<file path="src/rtl/adc_seq_pkg.sv">
package adc_seq_pkg;
  localparam int FRAME_W   = 16;
  localparam int ADDR_W    = 4;
  localparam int MODE_BIT  = 12;
  localparam int WREN_BIT  = 11;
  localparam int CH_LSB    = 7;
  localparam int RANGE_BIT = 6;

  typedef struct packed {
    logic              vld;
    logic [ADDR_W-1:0] ch;
  } pend_t;

  function automatic logic [FRAME_W-1:0] make_cmd(input logic [ADDR_W-1:0] ch,
                                                  input logic wide);
    logic [FRAME_W-1:0] w;
    w = '0;
    w[MODE_BIT] = 1'b1;
    w[WREN_BIT] = 1'b1;
    w[CH_LSB +: ADDR_W] = ch;
    w[RANGE_BIT] = wide;
    return w;
  endfunction
endpackage

</file>
<file path="src/rtl/adc_seq_chan_pick.sv">
module adc_seq_chan_pick
  import adc_seq_pkg::*;
#(
  parameter int N_CH = 16
) (
  input  logic [N_CH-1:0]   mask,
  output logic              any,
  output logic [ADDR_W-1:0] idx
);
  // lowest set bit wins: scan downward so the last write is the lowest index
  always_comb begin
    any = |mask;
    idx = '0;
    for (int i = N_CH - 1; i >= 0; i--) begin
      if (mask[i]) idx = i[ADDR_W-1:0];
    end
  end
endmodule

</file>
<file path="src/rtl/adc_seq_frame_engine.sv">
module adc_seq_frame_engine
  import adc_seq_pkg::*;
#(
  parameter int CLK_DIV = 2
) (
  input  logic               clk,
  input  logic               rst,
  input  logic               go,
  input  logic [FRAME_W-1:0] tx_word,
  input  logic               miso,
  output logic               sclk,
  output logic               cs_n,
  output logic               mosi,
  output logic               fdone,
  output logic [FRAME_W-1:0] rx_word
);
  localparam int GAP  = 2 * CLK_DIV;
  localparam int CW   = $clog2(GAP + 1);
  localparam int BW   = $clog2(FRAME_W);
  localparam logic [CW-1:0] HALF_END = CW'(CLK_DIV - 1);
  localparam logic [CW-1:0] GAP_END  = CW'(GAP - 1);
  localparam logic [BW-1:0] LAST_BIT = BW'(FRAME_W - 1);

  typedef enum logic [1:0] {F_IDLE, F_LOW, F_HIGH, F_GAP} fstate_t;

  fstate_t            st;
  logic [CW-1:0]      cnt;
  logic [BW-1:0]      bitn;
  logic [FRAME_W-1:0] sh;

  always_ff @(posedge clk) begin
    if (rst) begin
      st      <= F_IDLE;
      cnt     <= '0;
      bitn    <= '0;
      sh      <= '0;
      rx_word <= '0;
      sclk    <= 1'b0;
      cs_n    <= 1'b1;
      mosi    <= 1'b0;
      fdone   <= 1'b0;
    end else begin
      fdone <= 1'b0;
      case (st)
        F_IDLE: begin
          if (go) begin
            sh   <= tx_word;
            mosi <= tx_word[FRAME_W-1];
            cs_n <= 1'b0;
            cnt  <= '0;
            bitn <= '0;
            st   <= F_LOW;
          end
        end
        F_LOW: begin
          if (cnt == HALF_END) begin
            cnt     <= '0;
            sclk    <= 1'b1;
            rx_word <= {rx_word[FRAME_W-2:0], miso};
            st      <= F_HIGH;
          end else begin
            cnt <= cnt + 1'b1;
          end
        end
        F_HIGH: begin
          if (cnt == HALF_END) begin
            cnt  <= '0;
            sclk <= 1'b0;
            if (bitn == LAST_BIT) begin
              cs_n <= 1'b1;
              mosi <= 1'b0;
              st   <= F_GAP;
            end else begin
              bitn <= bitn + 1'b1;
              sh   <= {sh[FRAME_W-2:0], 1'b0};
              mosi <= sh[FRAME_W-2];
              st   <= F_LOW;
            end
          end else begin
            cnt <= cnt + 1'b1;
          end
        end
        F_GAP: begin
          if (cnt == GAP_END) begin
            cnt   <= '0;
            fdone <= 1'b1;
            st    <= F_IDLE;
          end else begin
            cnt <= cnt + 1'b1;
          end
        end
        default: st <= F_IDLE;
      endcase
    end
  end
endmodule

</file>
<file path="src/rtl/adc_scan_seq.sv">
module adc_scan_seq
  import adc_seq_pkg::*;
#(
  parameter int   N_CH       = 16,
  parameter int   RES_BITS   = 12,
  parameter int   CLK_DIV    = 2,
  parameter logic WIDE_RANGE = 1'b1
) (
  input  logic                clk,
  input  logic                rst,
  input  logic                start,
  input  logic [N_CH-1:0]     ch_mask,
  input  logic                miso,
  output logic                sclk,
  output logic                cs_n,
  output logic                mosi,
  output logic                busy,
  output logic                res_valid,
  output logic [ADDR_W-1:0]   res_chan,
  output logic [RES_BITS-1:0] res_data,
  output logic                done,
  output logic                chan_err
);
  localparam int FW = $clog2(N_CH + 3);
  localparam int DATA_MSB = FRAME_W - ADDR_W - 1;

  typedef enum logic [1:0] {S_IDLE, S_ISSUE, S_WAIT} sstate_t;

  sstate_t            st;
  logic [N_CH-1:0]    rem;
  logic [FW-1:0]      frames_left;
  pend_t              pipe [3];
  logic               go;
  logic [FRAME_W-1:0] tx_word;
  logic               fdone;
  logic [FRAME_W-1:0] rx_word;
  logic               pick_any;
  logic [ADDR_W-1:0]  pick_idx;
  logic [FW-1:0]      mask_pop;

  always_comb begin
    mask_pop = FW'(2);
    for (int i = 0; i < N_CH; i++) mask_pop = mask_pop + FW'(ch_mask[i]);
  end

  adc_seq_chan_pick #(.N_CH(N_CH)) u_pick (
    .mask (rem),
    .any  (pick_any),
    .idx  (pick_idx)
  );

  adc_seq_frame_engine #(.CLK_DIV(CLK_DIV)) u_frame (
    .clk     (clk),
    .rst     (rst),
    .go      (go),
    .tx_word (tx_word),
    .miso    (miso),
    .sclk    (sclk),
    .cs_n    (cs_n),
    .mosi    (mosi),
    .fdone   (fdone),
    .rx_word (rx_word)
  );

  always_ff @(posedge clk) begin
    if (rst) begin
      st          <= S_IDLE;
      rem         <= '0;
      frames_left <= '0;
      go          <= 1'b0;
      tx_word     <= '0;
      busy        <= 1'b0;
      res_valid   <= 1'b0;
      res_chan    <= '0;
      res_data    <= '0;
      done        <= 1'b0;
      chan_err    <= 1'b0;
      for (int i = 0; i < 3; i++) pipe[i] <= '0;
    end else begin
      go        <= 1'b0;
      res_valid <= 1'b0;
      done      <= 1'b0;
      case (st)
        S_IDLE: begin
          if (start) begin
            rem         <= ch_mask;
            frames_left <= mask_pop;
            chan_err    <= 1'b0;
            busy        <= 1'b1;
            for (int i = 0; i < 3; i++) pipe[i] <= '0;
            st          <= S_ISSUE;
          end
        end
        S_ISSUE: begin
          go      <= 1'b1;
          pipe[2] <= pipe[1];
          pipe[1] <= pipe[0];
          if (pick_any) begin
            tx_word       <= make_cmd(pick_idx, WIDE_RANGE);
            rem[pick_idx] <= 1'b0;
            pipe[0]       <= '{vld: 1'b1, ch: pick_idx};
          end else begin
            tx_word <= '0;
            pipe[0] <= '0;
          end
          st <= S_WAIT;
        end
        S_WAIT: begin
          if (fdone) begin
            if (pipe[2].vld) begin
              res_valid <= 1'b1;
              res_chan  <= pipe[2].ch;
              res_data  <= rx_word[DATA_MSB -: RES_BITS];
              if (rx_word[FRAME_W-1 -: ADDR_W] != pipe[2].ch) chan_err <= 1'b1;
            end
            if (frames_left == FW'(1)) begin
              done <= 1'b1;
              busy <= 1'b0;
              st   <= S_IDLE;
            end else begin
              frames_left <= frames_left - 1'b1;
              st          <= S_ISSUE;
            end
          end
        end
        default: st <= S_IDLE;
      endcase
    end
  end
endmodule

</file>
<file path="config.mk">
export PLATFORM = sky130hd
export DESIGN_NAME = adc_scan_seq
export DESIGN_NICKNAME = d
export VERILOG_FILES = /design/src/rtl/adc_seq_pkg.sv /design/src/rtl/adc_seq_chan_pick.sv /design/src/rtl/adc_seq_frame_engine.sv /design/src/rtl/adc_scan_seq.sv
export SDC_FILE = /design/constraint.sdc
export NUM_CORES = 1
export LEC_CHECK = 0
export BUFFER_PORTS_ARGS = -buffer_cell sky130_fd_sc_hd__clkbuf_2
export CAP_MARGIN = 10
export CORE_MARGIN = 2
export CORE_UTILIZATION = 55
export CTS_CLUSTER_DIAMETER = 30
export DETAILED_ROUTE_END_ITERATION = 16
export PLACE_DENSITY = 0.83
export SLEW_MARGIN = 20
export SYNTH_ARGS = -nofsm -noshare
export SYNTH_HDL_FRONTEND = slang
export SYNTH_HIERARCHICAL = 1
export SYNTH_SLANG_ARGS = --single-unit
</file>
<file path="constraint.sdc">
create_clock -name clk -period 4.6 [get_ports clk]
set_input_delay 0.92 -clock clk [delete_from_list [all_inputs] [get_ports clk]]
set_output_delay 0.92 -clock clk [all_outputs]
set_load 0.02 [all_outputs]
</file>
; ---- Word-level counts from Yosys, hierarchy flattened
; Memory sizes are Yosys's and may differ from the RTL's.
; Cells that the tools add are included.
[totals]
ff_bits = 101
ramBits = 15
in_bits = 20
out_inout_bits = 23
elab_cells = 195
memories = 1
[memory_table]
columns = name, words, width, read_ports, rd_clocked_by_memory_dff, write_ports, line
row1 = pipe, 3, 5, 3, 0, 3, adc_scan_seq.sv:32  ; pend_t pipe [3];
[classes]
add_sub_neg = 19
order_cmp = 2
n_eq_ne = 23
muxes = 95
n_bitwise = 12
reduce_logical = 23
[ops]
columns = operator, n
row1 = 4-bit two-way mux, 19
row2 = 5-bit by 1-bit adder with 5-bit output, 13
row3 = 5-bit two-way mux, 10
row4 = 15-bit two-way mux, 3
row5 = 1-bit two-way mux, 37
row6 = 16-bit two-way mux, 2
row7 = 16-bit one-hot mux with 2 select lines, 1
row8 = 15-bit one-hot mux with 2 select lines, 1
row9 = 4-bit AND reduction, 5
row10 = 16-bit AND, 1
row11 = "2-bit != test, second input constant", 8
row12 = 16-bit inverter, 1
row13 = 16-bit OR reduction, 1
row14 = 2-bit two-way mux, 7
row15 = 13-bit two-way mux, 1
row16 = 3-bit AND reduction, 4
row17 = "2-bit by 1-bit != test with 1-bit output, second input constant", 5
row18 = 1-bit one-hot mux with 2 select lines, 5
row19 = 5-bit one-hot mux with 2 select lines, 1
row20 = 3-bit two-way mux, 3
row21 = 3-bit one-hot mux with 3 select lines, 1
row22 = 2-bit one-hot mux with 4 select lines, 1
row23 = 4-bit one-hot mux with 2 select lines, 1
row24 = 2-bit nonzero test, 4
row25 = other kinds (25), 39

; ---- Depth between registers and ports, before layout
[logic_depth]
depth_word = 24
depth_mapped = 13
mapped_depth_nobuf = 13

; ---- By module
; Netlist, hierarchy kept.
[by_module_without_submodules]
columns = mod, instances, cells_per_inst, area_per_inst_um2, seq_area_each_um2
row1 = adc_scan_seq, 1, 338, 3011.6, 1431.4
row2 = adc_seq_frame_engine, 1, 228, 2099.5, 880.8
row3 = adc_seq_chan_pick, 1, 34, 176.4, 0.0

; ---- Worst setup path before layout
; Ideal clock, no wire load.
[synth_path]
kind = input to register
from = input port ch_mask[0]
to = register frames_left[4]
setup_time_ns = 0.070
t_arrival_ns = 3.972
required_time_ns = 4.530
path_slack_ns = 0.558
path_stages = 13
path_buffers = 0
path_cell_list = fa_1 > inv_1 > fa_1 > fa_1 > fa_1 > inv_1 > ha_1 > inv_1 > fa_1 > nor2b_1 > o211ai_1 > a21o_1 > a21oi_1
[synth_between]
elab_chain_len = 18
[synth_rtl]
columns = item, line
row1 = "start, declared", adc_scan_seq.sv:12  ; input logic [N_CH-1:0] ch_mask,
row2 = 2-bit by 1-bit adder with 3-bit output, adc_scan_seq.sv:43  ; for (int i = 0; i < N_CH; i++) mask_pop = mask_pop + FW'(ch_mask[i]);
row3 = 3-bit by 1-bit adder with 4-bit output, adc_scan_seq.sv:43
row4 = 4-bit by 1-bit adder with 5-bit output, adc_scan_seq.sv:43
row5 = 5-bit by 1-bit adder with 5-bit output (13 in a row), adc_scan_seq.sv:43
row6 = 5-bit two-way mux, adc_scan_seq.sv:85  ; if (start) begin
row7 = 5-bit one-hot mux with 2 select lines, adc_scan_seq.sv:83  ; case (st)
row8 = "end signal, assigned", adc_scan_seq.sv:87  ; frames_left <= mask_pop;
row9 = "end signal, assigned", adc_scan_seq.sv:121  ; frames_left <= frames_left - 1'b1;
row10 = "end, declared", adc_scan_seq.sv:31  ; logic [FW-1:0] frames_left;
; No other way between the ends. The select of a mux whose other input is x is not followed.
; A chain may end at the register's enable or synchronous reset.

; ---- Final worst setup path
; Same ends and word-level chain as after synthesis.

==> impl_metrics.toml <==
[logic_synthesis]
synth_top_area_share_pct = 35.21
synth_compound_area_share_pct = 18.91
ys_warn_count = 6
synthAdderAreaFrac_pct = 7.951
ys_seq_area_share_pct = 43.73
synth_most_common_cell = "nand2_1"
synth_area_leaders = "dfxtp_1, edfxtp_1, a21oi_1"
ys_types = 57
synthXorXnorAreaFrac_pct = 0.8282
synthSimpleGateAreaFrac_pct = 19.07
postSynth.asyncResetShare_pct = 0
yosys-top-cells-count = "nand2_1, dfxtp_1, a21oi_1"
synth_mux_area_share_pct = 3.313
synth_edf_count = 15
netlist_area_um2 = 5288
synth_ff_type = "dfxtp_1"
synth_seq_cells = 108
synth_top_family_by_area = "simple AND/OR/NAND/NOR gates"
syn_inst = 600
synth_area_per_cell_um2 = 8.813
yosys.area.top_type = "dfxtp_1"

[timing]
drv_slew = 0
grt_setup_unrepaired = "no"
fin_skew_ps = 16.01
finalHoldViolations = 0
slew_headroom_pct = 40.40
max_freq_mhz = 249.4
fin_crit_sh_pct = 87.16
finalSetupTns_ps = 0
min_period_ps = 4009
max_slew.worst_pin.slew_ps = 894.1
setup_viol = 0
fin_ws_ps = 590.8

[finish]
diodes = 0
syn_to_final_growth_pct = 8.637
fin_util_pct = 61.87
fin_area_um2 = 5744
final_cells = 763
final_layout_size_suffix_gt1_share_pct = 14.04
final_nets = 676

[die]
die_h_um = 102.1
die_width_um = 102.1
core_area_um2 = 9284
ios = 43
die_area_um2 = 10410
start_util_pct = 56.95
rows = 35

[hold_path]
hold_class = "flop to flop"
min_to = "tx_word[10]$_SDFFE_PP0N_"
hold-path-cell-count = 2
hp-start = "tx_word[10]$_SDFFE_PP0N_"

[cts]
ctsResizeCount = 0
cts_tree = "built"
cts_max_level = 3
clk_pin_slew_ps = 110
insertion_delay_ps = 370
hold_buffers = 0
numCtsBuffers = 9
clock_sinks = 108
postCtsSetupBuffers = 0
cts_buffer_depth = 2
root_buffer = "clkbuf_8"

[grt]
grt_pass1_vias = 4118
grt_first_pass_wirelength_um = 18120
grt_remaining_overflow = 0
grt_max_degree = 46
antenna_found_initial = 0
grt_use_total_pct = 21.33

[power_and_ir_drop]
p_leak_nw = 2.198
vdd_drop_max_mv = 0.2638
p_per_area_nw_per_um2 = 448.8

[setup_path]
critPathCaptureType = "flop"
rr_endpoint = "rem[0]$_SDFFE_PP0P_"
reg2reg_slack_ps = 2090
path_cells = "clkbuf_2 > fa_1 > inv_1 > fa_1 > fa_1 > fa_1 > inv_1 > ha_1 > inv_1 > fa_1 > nor2b_1 > o211ai_1 > a21o_1 > a21oi_1"
worstRegToRegCells = 6
critPathLaunchType = "input port"
rr_startpoint = "rem[4]$_SDFFE_PP0P_"
required_ps = 4900
path_class = "input port to flop"
crit_path_frequent_cell = "fa_1"
slowest_stage = "fa_1"
cp.arrival_ps = 4310
slowest_delay_ps = 550
cp_max_fo = 2

[placement]
place_ws_ps = 205.0
placement.io_buffers = 42
dp.cells = 747
dpl-instance-area_um2 = 5532
gp_congestion = 0.9320
dp_hpwl_um = 7647

[route]
vias_per_cell = 5.553
drcViolationCount = 0
finalWirelength_um = 10590
drt_first_pass_iters = 5
vias = 4237
wire_per_inst_um = 13.88
ant_nets = 0
drt_iter0_markers = 195

[job]
drv_cap = 0

[status]
status = "completed"
[worst max-delay path by stage]
| stage | depth (start not counted) | endpoint | startpoint | slack [ps] |
|---|---|---|---|---|
| 2_1_floorplan | 13 | frames_left[4]$_SDFFE_PP0P_ | ch_mask[0] | 560 |
| 3_3_place_gp | 14 | frames_left[4]$_SDFFE_PP0P_ | ch_mask[0] | 370 |
| 3_5_place_dp | 14 | frames_left[4]$_SDFFE_PP0P_ | ch_mask[0] | 200 |
| 4_1_cts | 14 | frames_left[4]$_SDFFE_PP0P_ | ch_mask[0] | 600 |
| 5_1_grt | 14 | frames_left[4]$_SDFFE_PP0P_ | ch_mask[0] | 460 |
| 6_report | 14 | frames_left[4]$_SDFFE_PP0P_ | ch_mask[0] | 590 |
[cells by family (layout without fill, tap and decap cells)]
| family | count (synthesis) | after routing |
|---|---|---|
| mux | 17 | 17 |
| flops | 108 | 108 |
| buf+inv | 70 | 96 |
| simple gates | 215 | 215 |
| other cells | 1 | 9 |
| fa+ha+maj | 27 | 27 |
| xor+xnor | 5 | 5 |
| compound gates | 157 | 157 |
[flip-flops by register name, indices dropped and copies added, names as in the netlist, 4 cells and up]
| register | flops |
|---|---|
| frames_left | 5 |
| u_frame/rx_word | 16 |
| u_frame/sh | 15 |
| res_chan | 4 |
| u_frame/bitn | 4 |
| pipe | 15 |
| tx_word | 5 |
| rem | 16 |
| res_data | 12 |
[layout by cell type, fill, tap and decap left out, drive strengths merged, types with 2 or more instances in the layout]
| master | Yosys | final |
|---|---|---|
| a22o | 2 | 2 |
| a211o | 2 | 2 |
| mux2i | 16 | 16 |
| xnor2 | 4 | 4 |
| conb | 1 | 9 |
| nand2b | 5 | 5 |
| o22ai | 2 | 2 |
| fa | 11 | 11 |
| a211oi | 19 | 19 |
| ha | 16 | 16 |
| edfxtp | 15 | 15 |
| nor2b | 10 | 10 |
| and3 | 10 | 10 |
| nor4 | 2 | 2 |
| nand2 | 105 | 105 |
| clkbuf | 19 | 50 |
| and2 | 12 | 12 |
| or3 | 4 | 4 |
| nor3b | 3 | 3 |
| inv | 33 | 38 |
| a31oi | 12 | 12 |
| nor3 | 5 | 5 |
| dfxtp | 93 | 93 |
| o21ai | 31 | 31 |
| nand3 | 12 | 12 |
| a21oi | 81 | 81 |
| nor2 | 40 | 40 |
| buf | 18 | 6 |
[layer usage]
metal  up-vias  part of all wire, %  global-route usage [%]
met1      2019                   44                   27.14
met5         -                    0                       0
met3        12                  4.0                   4.583
met4         0                 0.78                   5.026
met2       104                   51                   37.25
li1       2102                    -                       -
[cell type report]
type	instances	area, um^2
flip-flops and latches	108	2312
inverters	33	123.9
fillers	801	3540
multi-input cells	430	2686
well taps	129	161.4
clock buffers	9	123.9
repair buffers	47	247.7
clock inverters	7	88.84
[metrics by stage]
step	hold WS (ps)	total power, mW
2_1_floorplan	431.3	1.831
3_3_place_gp	441.5	1.909
3_5_place_dp	447.6	1.966
4_1_cts	462.5	2.576
5_1_grt	483.0	2.752
6_report	459.9	2.578
[power breakdown]
part	total, mW	internal [mW]	switching (mW)
sequential	1.15	1.07	0.0770
combinational	0.814	0.327	0.488
clock	0.618	0.268	0.350
[critical path: cells and delay by family]
family	cells	cell delay, ps
adder cells (fa/ha/maj)	6	2560
AO/OA/AOI/OAI	3	420
AND/OR/NAND/NOR	1	150
buffers and inverters	4	270
Power figures use the tool's default switching activity.
